[src/rtl/irq_steer_pkg.sv]
package irq_steer_pkg;
  localparam int unsigned CFG_W      = 8;
  localparam int unsigned PINS_PER   = 4;
  typedef logic [CFG_W-1:0] cfg_byte_t;
endpackage

[src/rtl/irq_pin_rotate.sv]
module irq_pin_rotate #(
  parameter int unsigned NUM_DEV   = 4,
  parameter int unsigned NUM_LINES = 4,
  localparam int unsigned LINE_W   = $clog2(NUM_LINES),
  localparam int unsigned NPINS    = NUM_DEV * NUM_LINES
) (
  input  logic [NPINS-1:0]          dev_pins,
  input  logic [NUM_DEV*LINE_W-1:0] dev_slot,
  output logic [NUM_LINES-1:0]      line_req
);
  logic [NPINS-1:0][NUM_LINES-1:0] pin_hit;

  for (genvar d = 0; d < NUM_DEV; d++) begin : g_dev
    for (genvar p = 0; p < NUM_LINES; p++) begin : g_pin
      logic [LINE_W-1:0] tgt;
      // (pin + slot - 1) modulo the line count; power of two wraps for free
      assign tgt = LINE_W'(p) + dev_slot[d*LINE_W +: LINE_W] + LINE_W'(NUM_LINES-1);
      assign pin_hit[d*NUM_LINES+p] =
        {{(NUM_LINES-1){1'b0}}, dev_pins[d*NUM_LINES+p]} << tgt;
    end
  end

  always_comb begin
    line_req = '0;
    for (int i = 0; i < NPINS; i++) line_req = line_req | pin_hit[i];
  end
endmodule

[src/rtl/irq_level_latch.sv]
module irq_level_latch #(
  parameter int unsigned NUM_LINES = 4
) (
  input  logic                 clk,
  input  logic                 rst_n,
  input  logic [NUM_LINES-1:0] line_req,
  output logic [NUM_LINES-1:0] line_q
);
  logic [NUM_LINES-1:0] line_d;
  logic                 line_en;

  always_comb begin
    line_en = 1'b1;
    line_d  = line_req;
  end

  always_ff @(posedge clk or negedge rst_n) begin
    if (!rst_n)       line_q <= '0;
    else if (line_en) line_q <= line_d;
  end
endmodule

[src/rtl/irq_route_table.sv]
module irq_route_table
  import irq_steer_pkg::*;
#(
  parameter int unsigned NUM_LINES   = 4,
  parameter int unsigned ROUTE_BASE  = 'h60,
  parameter int unsigned ROUTE_RESET = 'h80
) (
  input  logic                            clk,
  input  logic                            rst_n,
  input  logic                            cfg_we,
  input  cfg_byte_t                       cfg_addr,
  input  cfg_byte_t                       cfg_wdata,
  output logic [NUM_LINES-1:0][CFG_W-1:0] route_q
);
  logic [NUM_LINES-1:0]            hit;
  logic [NUM_LINES-1:0][CFG_W-1:0] route_d;

  for (genvar l = 0; l < NUM_LINES; l++) begin : g_hit
    assign hit[l] = cfg_we && (cfg_addr == CFG_W'(ROUTE_BASE + l));

    assert_entry_load_R4: assert property (@(posedge clk) disable iff (!rst_n)
      hit[l] |=> (route_q[l] == $past(cfg_wdata)));
  end

  always_comb begin
    route_d = route_q;
    for (int l = 0; l < NUM_LINES; l++)
      if (hit[l]) route_d[l] = cfg_wdata;
  end

  always_ff @(posedge clk or negedge rst_n) begin
    if (!rst_n)     route_q <= {NUM_LINES{CFG_W'(ROUTE_RESET)}};
    else if (|hit)  route_q <= route_d;
  end

  assert_foreign_write_R7: assert property (@(posedge clk) disable iff (!rst_n)
    (cfg_we && !(cfg_addr >= CFG_W'(ROUTE_BASE) &&
                 cfg_addr <  CFG_W'(ROUTE_BASE + NUM_LINES))) |=> $stable(route_q));
endmodule

[src/rtl/irq_fanout.sv]
module irq_fanout
  import irq_steer_pkg::*;
#(
  parameter int unsigned NUM_LINES = 4,
  parameter int unsigned NUM_IRQ   = 16
) (
  input  logic [NUM_LINES-1:0]            line_q,
  input  logic [NUM_LINES-1:0][CFG_W-1:0] route_q,
  output logic [NUM_IRQ-1:0]              irq_out
);
  logic [NUM_LINES-1:0] routed;

  for (genvar l = 0; l < NUM_LINES; l++) begin : g_ok
    assign routed[l] = ({1'b0, route_q[l]} < (CFG_W+1)'(NUM_IRQ));
  end

  always_comb begin
    irq_out = '0;
    for (int k = 0; k < NUM_IRQ; k++)
      for (int l = 0; l < NUM_LINES; l++)
        if (line_q[l] && routed[l] && (route_q[l] == CFG_W'(k)))
          irq_out[k] = 1'b1;
  end
endmodule

[src/rtl/pci_irq_steer.sv]
module pci_irq_steer
  import irq_steer_pkg::*;
#(
  parameter int unsigned NUM_DEV     = 4,
  parameter int unsigned NUM_LINES   = 4,
  parameter int unsigned NUM_IRQ     = 16,
  parameter int unsigned ROUTE_BASE  = 'h60,
  parameter int unsigned ROUTE_RESET = 'h80,
  parameter int unsigned SLOT_LSB    = 3,
  localparam int unsigned LINE_W     = $clog2(NUM_LINES),
  localparam int unsigned IRQ_W      = $clog2(NUM_IRQ)
) (
  input  logic                         clk,
  input  logic                         rst_n,
  input  logic [NUM_DEV*NUM_LINES-1:0] dev_pins,
  input  logic [NUM_DEV*CFG_W-1:0]     dev_devfn,
  input  logic                         cfg_we,
  input  logic [CFG_W-1:0]             cfg_addr,
  input  logic [CFG_W-1:0]             cfg_wdata,
  output logic [NUM_IRQ-1:0]           irq_out
);
  logic [1:0]                      rst_sync;
  logic                            rst_q;
  logic [NUM_DEV*LINE_W-1:0]       dev_slot;
  logic [NUM_LINES-1:0]            line_req;
  logic [NUM_LINES-1:0]            line_q;
  logic [NUM_LINES-1:0][CFG_W-1:0] route_q;

  always_ff @(posedge clk or negedge rst_n) begin
    if (!rst_n) rst_sync <= 2'b00;
    else        rst_sync <= {rst_sync[0], 1'b1};
  end
  assign rst_q = rst_sync[1];

  for (genvar d = 0; d < NUM_DEV; d++) begin : g_slot
    assign dev_slot[d*LINE_W +: LINE_W] = dev_devfn[d*CFG_W + SLOT_LSB +: LINE_W];
  end

  irq_pin_rotate #(.NUM_DEV(NUM_DEV), .NUM_LINES(NUM_LINES)) u_rotate (
    .dev_pins (dev_pins),
    .dev_slot (dev_slot),
    .line_req (line_req)
  );

  irq_level_latch #(.NUM_LINES(NUM_LINES)) u_latch (
    .clk      (clk),
    .rst_n    (rst_q),
    .line_req (line_req),
    .line_q   (line_q)
  );

  irq_route_table #(
    .NUM_LINES(NUM_LINES), .ROUTE_BASE(ROUTE_BASE), .ROUTE_RESET(ROUTE_RESET)
  ) u_table (
    .clk       (clk),
    .rst_n     (rst_q),
    .cfg_we    (cfg_we),
    .cfg_addr  (cfg_addr),
    .cfg_wdata (cfg_wdata),
    .route_q   (route_q)
  );

  irq_fanout #(.NUM_LINES(NUM_LINES), .NUM_IRQ(NUM_IRQ)) u_fanout (
    .line_q  (line_q),
    .route_q (route_q),
    .irq_out (irq_out)
  );

  // Strap inputs must hold while out of reset (R2 relies on it)
  assert_devfn_static_R2: assert property (@(posedge clk) disable iff (!rst_q)
    $stable(dev_devfn));

  assert_line_count_R3: assert property (@(posedge clk) disable iff (!rst_q)
    $countones(line_q) <= $countones($past(dev_pins)));

  assert_unrouted_quiet_R5: assert property (@(posedge clk) disable iff (!rst_q)
    (route_q[0] >= CFG_W'(NUM_IRQ) && route_q[1] >= CFG_W'(NUM_IRQ) &&
     route_q[NUM_LINES-2] >= CFG_W'(NUM_IRQ) && route_q[NUM_LINES-1] >= CFG_W'(NUM_IRQ) &&
     NUM_LINES == 4) |-> (irq_out == '0));

  for (genvar l = 0; l < NUM_LINES; l++) begin : g_chk
    assert_shared_or_R6: assert property (@(posedge clk) disable iff (!rst_q)
      (line_q[l] && ({1'b0, route_q[l]} < (CFG_W+1)'(NUM_IRQ)))
        |-> irq_out[route_q[l][IRQ_W-1:0]]);
  end

  assert_no_phantom_R9: assert property (@(posedge clk) disable iff (!rst_q)
    (irq_out != '0) |-> (line_q != '0));

  always @(posedge clk) begin
    if (!rst_q) assert_reset_quiet_R1: assert (irq_out == '0);
  end
endmodule

[config.mk]
export PLATFORM = sky130hd
export DESIGN_NAME = pci_irq_steer
export DESIGN_NICKNAME = d
export VERILOG_FILES = /design/src/rtl/irq_steer_pkg.sv /design/src/rtl/irq_pin_rotate.sv /design/src/rtl/irq_level_latch.sv /design/src/rtl/irq_route_table.sv /design/src/rtl/irq_fanout.sv /design/src/rtl/pci_irq_steer.sv
export SDC_FILE = /design/constraint.sdc
export NUM_CORES = 1
export LEC_CHECK = 0
export CAP_MARGIN = 5
export CORE_MARGIN = 2
export CORE_UTILIZATION = 46
export DETAILED_ROUTE_END_ITERATION = 6
export PLACE_DENSITY = 0.81
export SLEW_MARGIN = 20
export SYNTH_ARGS = -nofsm -noshare
export SYNTH_HDL_FRONTEND = slang
export SYNTH_SLANG_ARGS = --single-unit
export TNS_END_PERCENT = 50
[constraint.sdc]
create_clock -name clk -period 2.9 [get_ports clk]
set_clock_uncertainty 0.05 [all_clocks]
set_input_delay 0.87 -clock clk [delete_from_list [all_inputs] [get_ports clk]]
set_output_delay 0.87 -clock clk [all_outputs]
set_load 0.02 [all_outputs]
Word level (Yosys, flattened, before mapping). Index checks and enable logic that the tools add are counted.

Bits in registers: 38. Input port bits: 67.

Add/subtract/negate cells: 24. Order comparisons: 4. Eq/ne operators: 64. Shift operators: 16. Muxes and demuxes: 64. Bitwise logic cells: 15. Reduce and logical (&&, ||, !) cells: 81.

Operator list (count): $eq A8 B4 Y1 const B (32); $eq A8 B3 Y1 const B (16); $logic_and A1 B1 Y1 (72); $eq A8 B2 Y1 const B (8); $mux W1 (64); $shl A1 B2 Y4 (16); $or A4 B4 Y4 (15); $add A2 B2 Y2 const B (16); $eq A8 B1 Y1 const B (4); $eq A8 B7 Y1 const B (4); $logic_not A8 Y1 (4); $lt A8 B5 Y1 const B (4); $add A1 B2 Y2 const A (4); $add A2 B2 Y2 const A (4); $reduce_and A2 Y1 (4); $reduce_or A4 Y1 (1).

Longest topological paths before layout. Gate-level depths: netlist (run 1).

Word-level depth: 18. Mapped depth: 5. Gate-level depth less buffers: 4.

By module. From an unflattened synthesis (run 1), not the netlist that was laid out.

Cell total of the unflattened synthesis: 184. Area total of the unflattened synthesis: 2493.6 um2.

Modules (own cells, without submodules): irq_route_table (times used 1, cells each 72, area an instance 1270.0 um2, sequential area each 805.8 um2); irq_fanout (times used 1, cells each 79, area an instance 663.1 um2, sequential area each 0.0 um2); irq_pin_rotate (times used 1, cells each 26, area an instance 406.6 um2, sequential area each 0.0 um2); irq_level_latch (times used 1, cells each 4, area an instance 100.1 um2, sequential area each 100.1 um2); pci_irq_steer (times used 1, cells each 3, area an instance 53.8 um2, sequential area each 50.0 um2).

Worst setup path before layout (run 1). Ideal clock, no wire load.

Path kind: reg-to-output. Start point: register u_table.route_q[7] in the netlist's numbering. End point: output port irq_out[12]. Arrival: 1809 ps. Slack: 171 ps. Cell stages (with the launch flop): 5. Buffers on the path: 0. Cells stage by stage: dfstp_2 -> or3_4 -> nor2_1 -> nand3_1 -> o311ai_0.

Cells in the longest elaborated chain, start to end: 7. Elaborated cells between the ends (all ways): 8.

Ends and longest elaborated chain: start: declaration (RTL line irq_route_table.sv:13) `output logic [NUM_LINES-1:0][CFG_W-1:0] route_q`; start signal: assignment (RTL line irq_route_table.sv:32) `if (!rst_n) route_q <= {NUM_LINES{CFG_W'(ROUTE_RESET)}};`; start signal: assignment (RTL line irq_route_table.sv:33) `else if (|hit) route_q <= route_d;`; $lt A8 B5 Y1 (RTL line irq_fanout.sv:14) `assign routed[l] = ({1'b0, route_q[l]} < (CFG_W+1)'(NUM_IRQ));`; $logic_and A1 B1 Y1 (RTL line irq_fanout.sv:21) `if (line_q[l] && routed[l] && (route_q[l] == CFG_W'(k)))`; $logic_and A1 B1 Y1 (*) (RTL line irq_fanout.sv:21); $mux W1 (*) (4 in a row) (RTL line irq_fanout.sv:21); end: declaration (RTL line pci_irq_steer.sv:20) `output logic [NUM_IRQ-1:0] irq_out`.

Every way passes the cells marked *; elsewhere a longest branch is shown, timed or not.

Worst setup path in the final report (run 1).
Start point: register u_table.route_q[23] in the netlist's numbering. End point: output port irq_out[14].

Cells in the longest elaborated chain, start to end: 5. Elaborated cells between the ends (all ways): 6.

Ends and longest elaborated chain (RTL line): $lt A8 B5 Y1 (irq_fanout.sv:14); $logic_and A1 B1 Y1 (irq_fanout.sv:21); $logic_and A1 B1 Y1 (*) (irq_fanout.sv:21); $mux W1 (*) (2 in a row) (irq_fanout.sv:21).

Marks and branches as above.

==> results of run 1 <==
## stage by stage
step | setup slack (ns) | hold WS, ns | TNS, ns
6_report | -0.0236 | 0.225 | -0.0531
5_1_grt | -0.109 | 0.304 | -0.374
4_1_cts | -0.0488 | 0.243 | -0.0923
3_5_place_dp | -0.0803 | 0.236 | -0.516
3_3_place_gp | -0.0613 | 0.230 | -0.245
2_1_floorplan | 0.171 | 0.281 | 0
## worst max-delay path, cell delays in order, from the launching register on
cell,delay (ns)
dfstp_2,0.37
or3_4,0.41
nor3_1,0.21
buf_4,0.16
a22oi_1,0.10
o221ai_1,0.10
clkdlybuf4s15_1,0.33
## flip-flops by register name, summed over array words and instances, names as in the netlist
register / flops
u_table.route_q: 32
u_latch.line_q: 4
rst_sync: 2
## kinds of logic after synthesis
| logic type | count (synthesis) |
|---|---|
| AOI/OAI and AO/OA | 30 |
| buffers and inverters | 11 |
| DFF | 38 |
| muxes | 47 |
| other | 1 |
| and+or+nand+nor | 87 |
## layout by cell type (no fill, tap or decap), types with 9 or more instances in the layout
cell,netlist,final
nand2_1,20,20
buf_4,0,17
mux2_2,33,33
dfrtp_1,34,34
mux4_2,12,12
clkdlybuf4s50_1,0,42
nor2b_1,10,10
a22oi_1,18,18
nor2_1,9,9
## path summary, 6_finish.rpt
check / endpoint / cells past startpoint / from
max in group asynchronous: rst_sync[1] / 1 / rst_n
worst max-delay path: irq_out[14] / 6 / u_table.route_q[23]
worst max register to register: u_table.route_q[26] / 1 / u_table.route_q[26]
worst min-delay path: u_table.route_q[30] / 1 / rst_sync[1]
worst min register to register: u_table.route_q[30] / 1 / rst_sync[1]
min in group clk: rst_sync[1] / 0 / rst_sync[0]
## cell type report
| type | instances | area (um^2) | share of cell area (%) |
|---|---|---|---|
| clock buffer | 5 | 68.8 | 2.10 |
| clock inverter | 3 | 21.3 | 0.650 |
| inverter | 7 | 26.3 | 0.803 |
| multi-input combinational | 165 | 1460 | 44.8 |
| sequential | 38 | 956 | 29.2 |
| tap | 70 | 87.6 | 2.68 |
| timing repair buffer | 74 | 647 | 19.8 |
## power by group
group / internal [W] / switching [W] / total [W]
Combinational: 0.000178 / 0.000148 / 0.000326
Sequential: 0.000557 / 0.0000233 / 0.000580
Clock: 0.000169 / 0.000195 / 0.000364
## per-layer routing
| metal | wire (um) | vias up |
|---|---|---|
| met5 | 0 | - |
| met4 | 137 | 0 |
| met3 | 280 | 11 |
| met2 | 3100 | 84 |
| met1 | 2290 | 983 |
| li1 | - | 987 |
## timing repair
item,CTS,global route
endpoints found under the setup margin,16,15
setup buffers,0,1
pin swaps,0,0
gates resized for setup,50,19
==> out/metrics.yaml, run 1 <==
routed_wl_um: 5810
clk_latency_ns: 0.30
period_needed_ns: 2.92
use_met3_pct: 3.79
cts_tree: "yes"
dieArea_um2: 5860
clock.fmax_mhz: 342
grt_pass1_wl_um: 9380
maxCapViolCount: 0
synth_largest_area_cell: "dfrtp_1"
grt-ovfl-total: 0
clockRootBuffer: "clkbuf_8"
drive_gt1_share_pct: 35.3
maxSlewViolCount: 0
cp_data_arrival_time_ns: 2.00
cts.htree.levels: 2
rsz0062_at_grt: "true"
ant_nets: 0
ys_seq_area_share_pct: 39.5
firstDrtPassIters: 4
synth_xor_area_share_pct: 0
dp.cells: 353
cts.sinks: 38
ys_warn_count: 0
ys_types: 35
portBuffers: 58
finalHoldViolCount: 0
ios: 83
use_met2_pct: 38.0
cp.required_ns: 1.98
leakage_nw: 1.42
grt_pass1_vias: 2032
route.vias.total: 2065
avgSynthCellArea_um2: 11.3
core_area_um2: 5110
cp-end-kind: "output pin"
path_max_fanout: 4
synth_top_family_by_area: "multiplexers"
finalWorstSetupSlack_ns: -0.0236
design_area_um2: 3270
placed_area_um2: 3180
yosysMostFrequentCell: "dfrtp_1"
via_per_inst: 5.70
violations: "negative setup slack"
hold_path_class: "flop to asynchronous set/reset pin"
synth_cells: 214
ctsLongestPathBuffers: 2
synth_edf_count: 0
powerDensity_nw_per_um2: 388
synth_simple_gate_area_share_pct: 21.5
peakVddDrop_uv: 392
fin_cells: 362
async_flop_share_pct: 100
power_w: 0.00127
drt-initial-drc-count: 57
synth_fp_nets: 281
initial_core_util_pct: 47.4
die_w_um: 76.5
busiest_layer: "met2"
holdBufCountCts: 0
grt_max_degree: 37
avgRoutedWirePerCell_um: 16.0
fin_util_pct: 64.0
syn_area_um2: 2420
dieHeight_um: 76.5
antenna_found_initial: 0
synth.area.top_cells: "dfrtp_1, mux2_2, mux4_2, a22oi_1, dfstp_2"
cp-start-kind: "flop"
setup_viol: 3
synth_seq_cells: 38
row_count: 26
synthAdderAreaFrac_pct: 0
syn_to_final_growth_pct: 35.2
antenna_cells: 0
yosysTopAreaCellShare_pct: 35.2
track_usage_pct: 20.6
gp_congestion: 0.914
outcome: "finished with violations"
ys.flop_type: "dfrtp_1"
synth_compound_area_share_pct: 9.46
muxShareOfSynthArea_pct: 27.4
crit_type: "flop to output pin"
n_fill_cell: 428
fin_crit_sh_pct: 101
use_met1_pct: 23.2
rrSetupSlack_ns: 1.97
synth_common_cells: "dfrtp_1, mux2_2, nand2_1"
final_nets: 358
cts_buffers: 5
drc_errors: 0
dpl.hpwl_um: 4700
clk_pin_slew_ns: 0.08
(Power assumes the default switching activity.)
==> inputs of run 2 (changes only) <==
PLACE_DENSITY = 0.92   (was 0.81)
==> run 2 against run 1 <==
Critical endpoint is now irq_out[8]. Fmax grew 2.1%. The flow now finishes without violations. Sequential power is essentially flat. Final cell count rose by 0.28%. Combinational power down 2%.
==> out/metrics.yaml, run 2 (synthesized netlist as in run 1, its figures left out) <==
maxSlewViolCount: 0  # unchanged
outcome: "completed"  # was finished with violations
path_max_fanout: 4  # unchanged
hold_path_class: "flop to asynchronous set/reset pin"  # unchanged
power_w: 0.00145  # was 0.00127 W
cp-end-kind: "output pin"  # unchanged
clockRootBuffer: "clkbuf_8"  # unchanged
clk_latency_ns: 0.29  # was 0.30 ns
finalHoldViolCount: 0  # unchanged
grt_pass1_wl_um: 9920  # was 9380 um
dieArea_um2: 5860  # unchanged
fin_cells: 363  # was 362
ant_nets: 0  # unchanged
dieHeight_um: 76.5  # unchanged
top_register: "u_table.route_q"  # unchanged
cts.htree.levels: 2  # unchanged
drc_errors: 0  # unchanged
firstDrtPassIters: 4  # unchanged
track_usage_pct: 20.9  # was 20.6%
largest_reg_flops: 32  # unchanged
final_common_cell: "clkdlybuf4s50_1"  # unchanged
grt-ovfl-total: 0  # unchanged
drt-initial-drc-count: 225  # was 57
cts.sinks: 38  # unchanged
routed_wl_um: 5880  # was 5810 um
powerDensity_nw_per_um2: 436  # was 388 nW/um^2
initial_core_util_pct: 47.4  # unchanged
antenna_cells: 0  # unchanged
rsz0062_at_grt: "true"  # unchanged
cts_tree: "yes"  # unchanged
gp_congestion: 0.983  # was 0.914
drive_gt1_share_pct: 34.8  # was 35.3%
avgRoutedWirePerCell_um: 16.2  # was 16.0 um
clock.fmax_mhz: 349  # was 342 MHz
cp_data_arrival_time_ns: 1.94  # was 2.00 ns
design_area_um2: 3330  # was 3270 um^2
peakVddDrop_uv: 320  # was 392 uV
die_w_um: 76.5  # unchanged
grt_max_degree: 37  # unchanged
cp-start-kind: "flop"  # unchanged
setup_viol: 0  # was 3
period_needed_ns: 2.86  # was 2.92 ns
maxCapViolCount: 0  # unchanged
n_fill_cell: 416  # was 428
reg.largest.list: "u_table.route_q: 32 flops, u_latch.line_q: 4 flops, rst_sync: 2 flops"  # unchanged
pre_cts_ws_ns: -0.116  # was -0.0803 ns
fin_crit_sh_pct: 98.8  # was 101%
final_nets: 359  # was 358
via_per_inst: 5.79  # was 5.70
core_area_um2: 5110  # unchanged
portBuffers: 58  # unchanged
grt_pass1_vias: 2129  # was 2032
finalWorstSetupSlack_ns: 0.0359  # was -0.0236 ns
leakage_nw: 1.45  # was 1.42 nW
cts_setup_buffers: 0  # unchanged
ctsLongestPathBuffers: 2  # unchanged
ios: 83  # unchanged
fin_util_pct: 65.1  # was 64.0%
crit_type: "flop to output pin"  # unchanged
placed_area_um2: 3210  # was 3180 um^2
route.vias.total: 2100  # was 2065
row_count: 26  # unchanged
clk_pin_slew_ns: 0.07  # was 0.08 ns
antenna_found_initial: 0  # unchanged
layout_common_cells: "clkdlybuf4s50_1, dfrtp_1, mux2_2"  # unchanged
cp.required_ns: 1.98  # about the same
cts_buffers: 5  # unchanged
syn_to_final_growth_pct: 37.4  # was 35.2%
dpl.hpwl_um: 4680  # was 4700 um
dp.cells: 355  # was 353
## run 2: changes by cell type in the layout (fill, tap and decap cells not counted), sizes merged
cell,change
buf,+4
bufinv,+2
clkbuf,+1
clkdlybuf4s15,-3
clkinv,-2
clkinvlp,-1
## run 2: repair_timing
| action | in CTS | in global routing |
|---|---|---|
| hold buffers | 0 | 0 |
| resized for setup | 51 | 21 |
| setup endpoints to repair | 16 | 16 |
## run 2: where the power goes
part / internal (W) / leakage [nW] / switching, W
clock: 0.000367 / 0.0714 / 0.000181
combinational: 0.000173 / 0.894 / 0.000148
sequential: 0.000557 / 0.487 / 0.0000241
total: 0.00110 / 1.45 / 0.000354
## run 2: path summary, 6_finish.rpt
kind	slack [ns]	startpoint	end	cells after the start
max	0.04	u_table.route_q[22]	irq_out[8]	6
min	0.23	rst_sync[1]	u_table.route_q[22]	1
max reg2reg	1.85	u_table.route_q[26]	u_table.route_q[26]	2
min reg2reg	0.23	rst_sync[1]	u_table.route_q[22]	1
max in group asynchronous	2.00	rst_n	rst_sync[0]	1
min in group clk	0.30	rst_sync[0]	rst_sync[1]	0
## run 2: layout make-up
cell class	instances	area, um^2	share of cell area [%]
multi-input cells	165	1460	44.0
flip-flops and latches	38	956	28.7
repair buffers	75	649	19.5
well taps	70	87.6	2.63
clock buffers	6	82.6	2.48
clock inverters	2	60.1	1.81
inverters	7	26.3	0.790
## run 2: stage by stage
stage,hold WS [ns],TNS [ns]
2_1_floorplan,0.281,0
3_3_place_gp,0.228,-0.0722
3_5_place_dp,0.239,-0.384
4_1_cts,0.251,-0.0191
5_1_grt,0.312,-0.0984
6_report,0.231,0
## run 2: routing by layer
metal  GRT usage, %  part of all wire, %  wire (um)  vias to the layer above
met5              0                    0          0                        -
met4           4.73                  1.1         65                        0
met3           4.62                  5.7        337                       10
met2           37.3                   53       3100                       64
met1           25.7                   40       2370                     1037
li1               -                    -          -                      989
## run 2: critical path, stage by stage, from the launching register on
cell	delay, ns
dfrtp_1	0.39
or3_4	0.41
nor4_1	0.28
buf_4	0.19
a22oi_1	0.07
nand2_1	0.08
clkdlybuf4s15_2	0.25
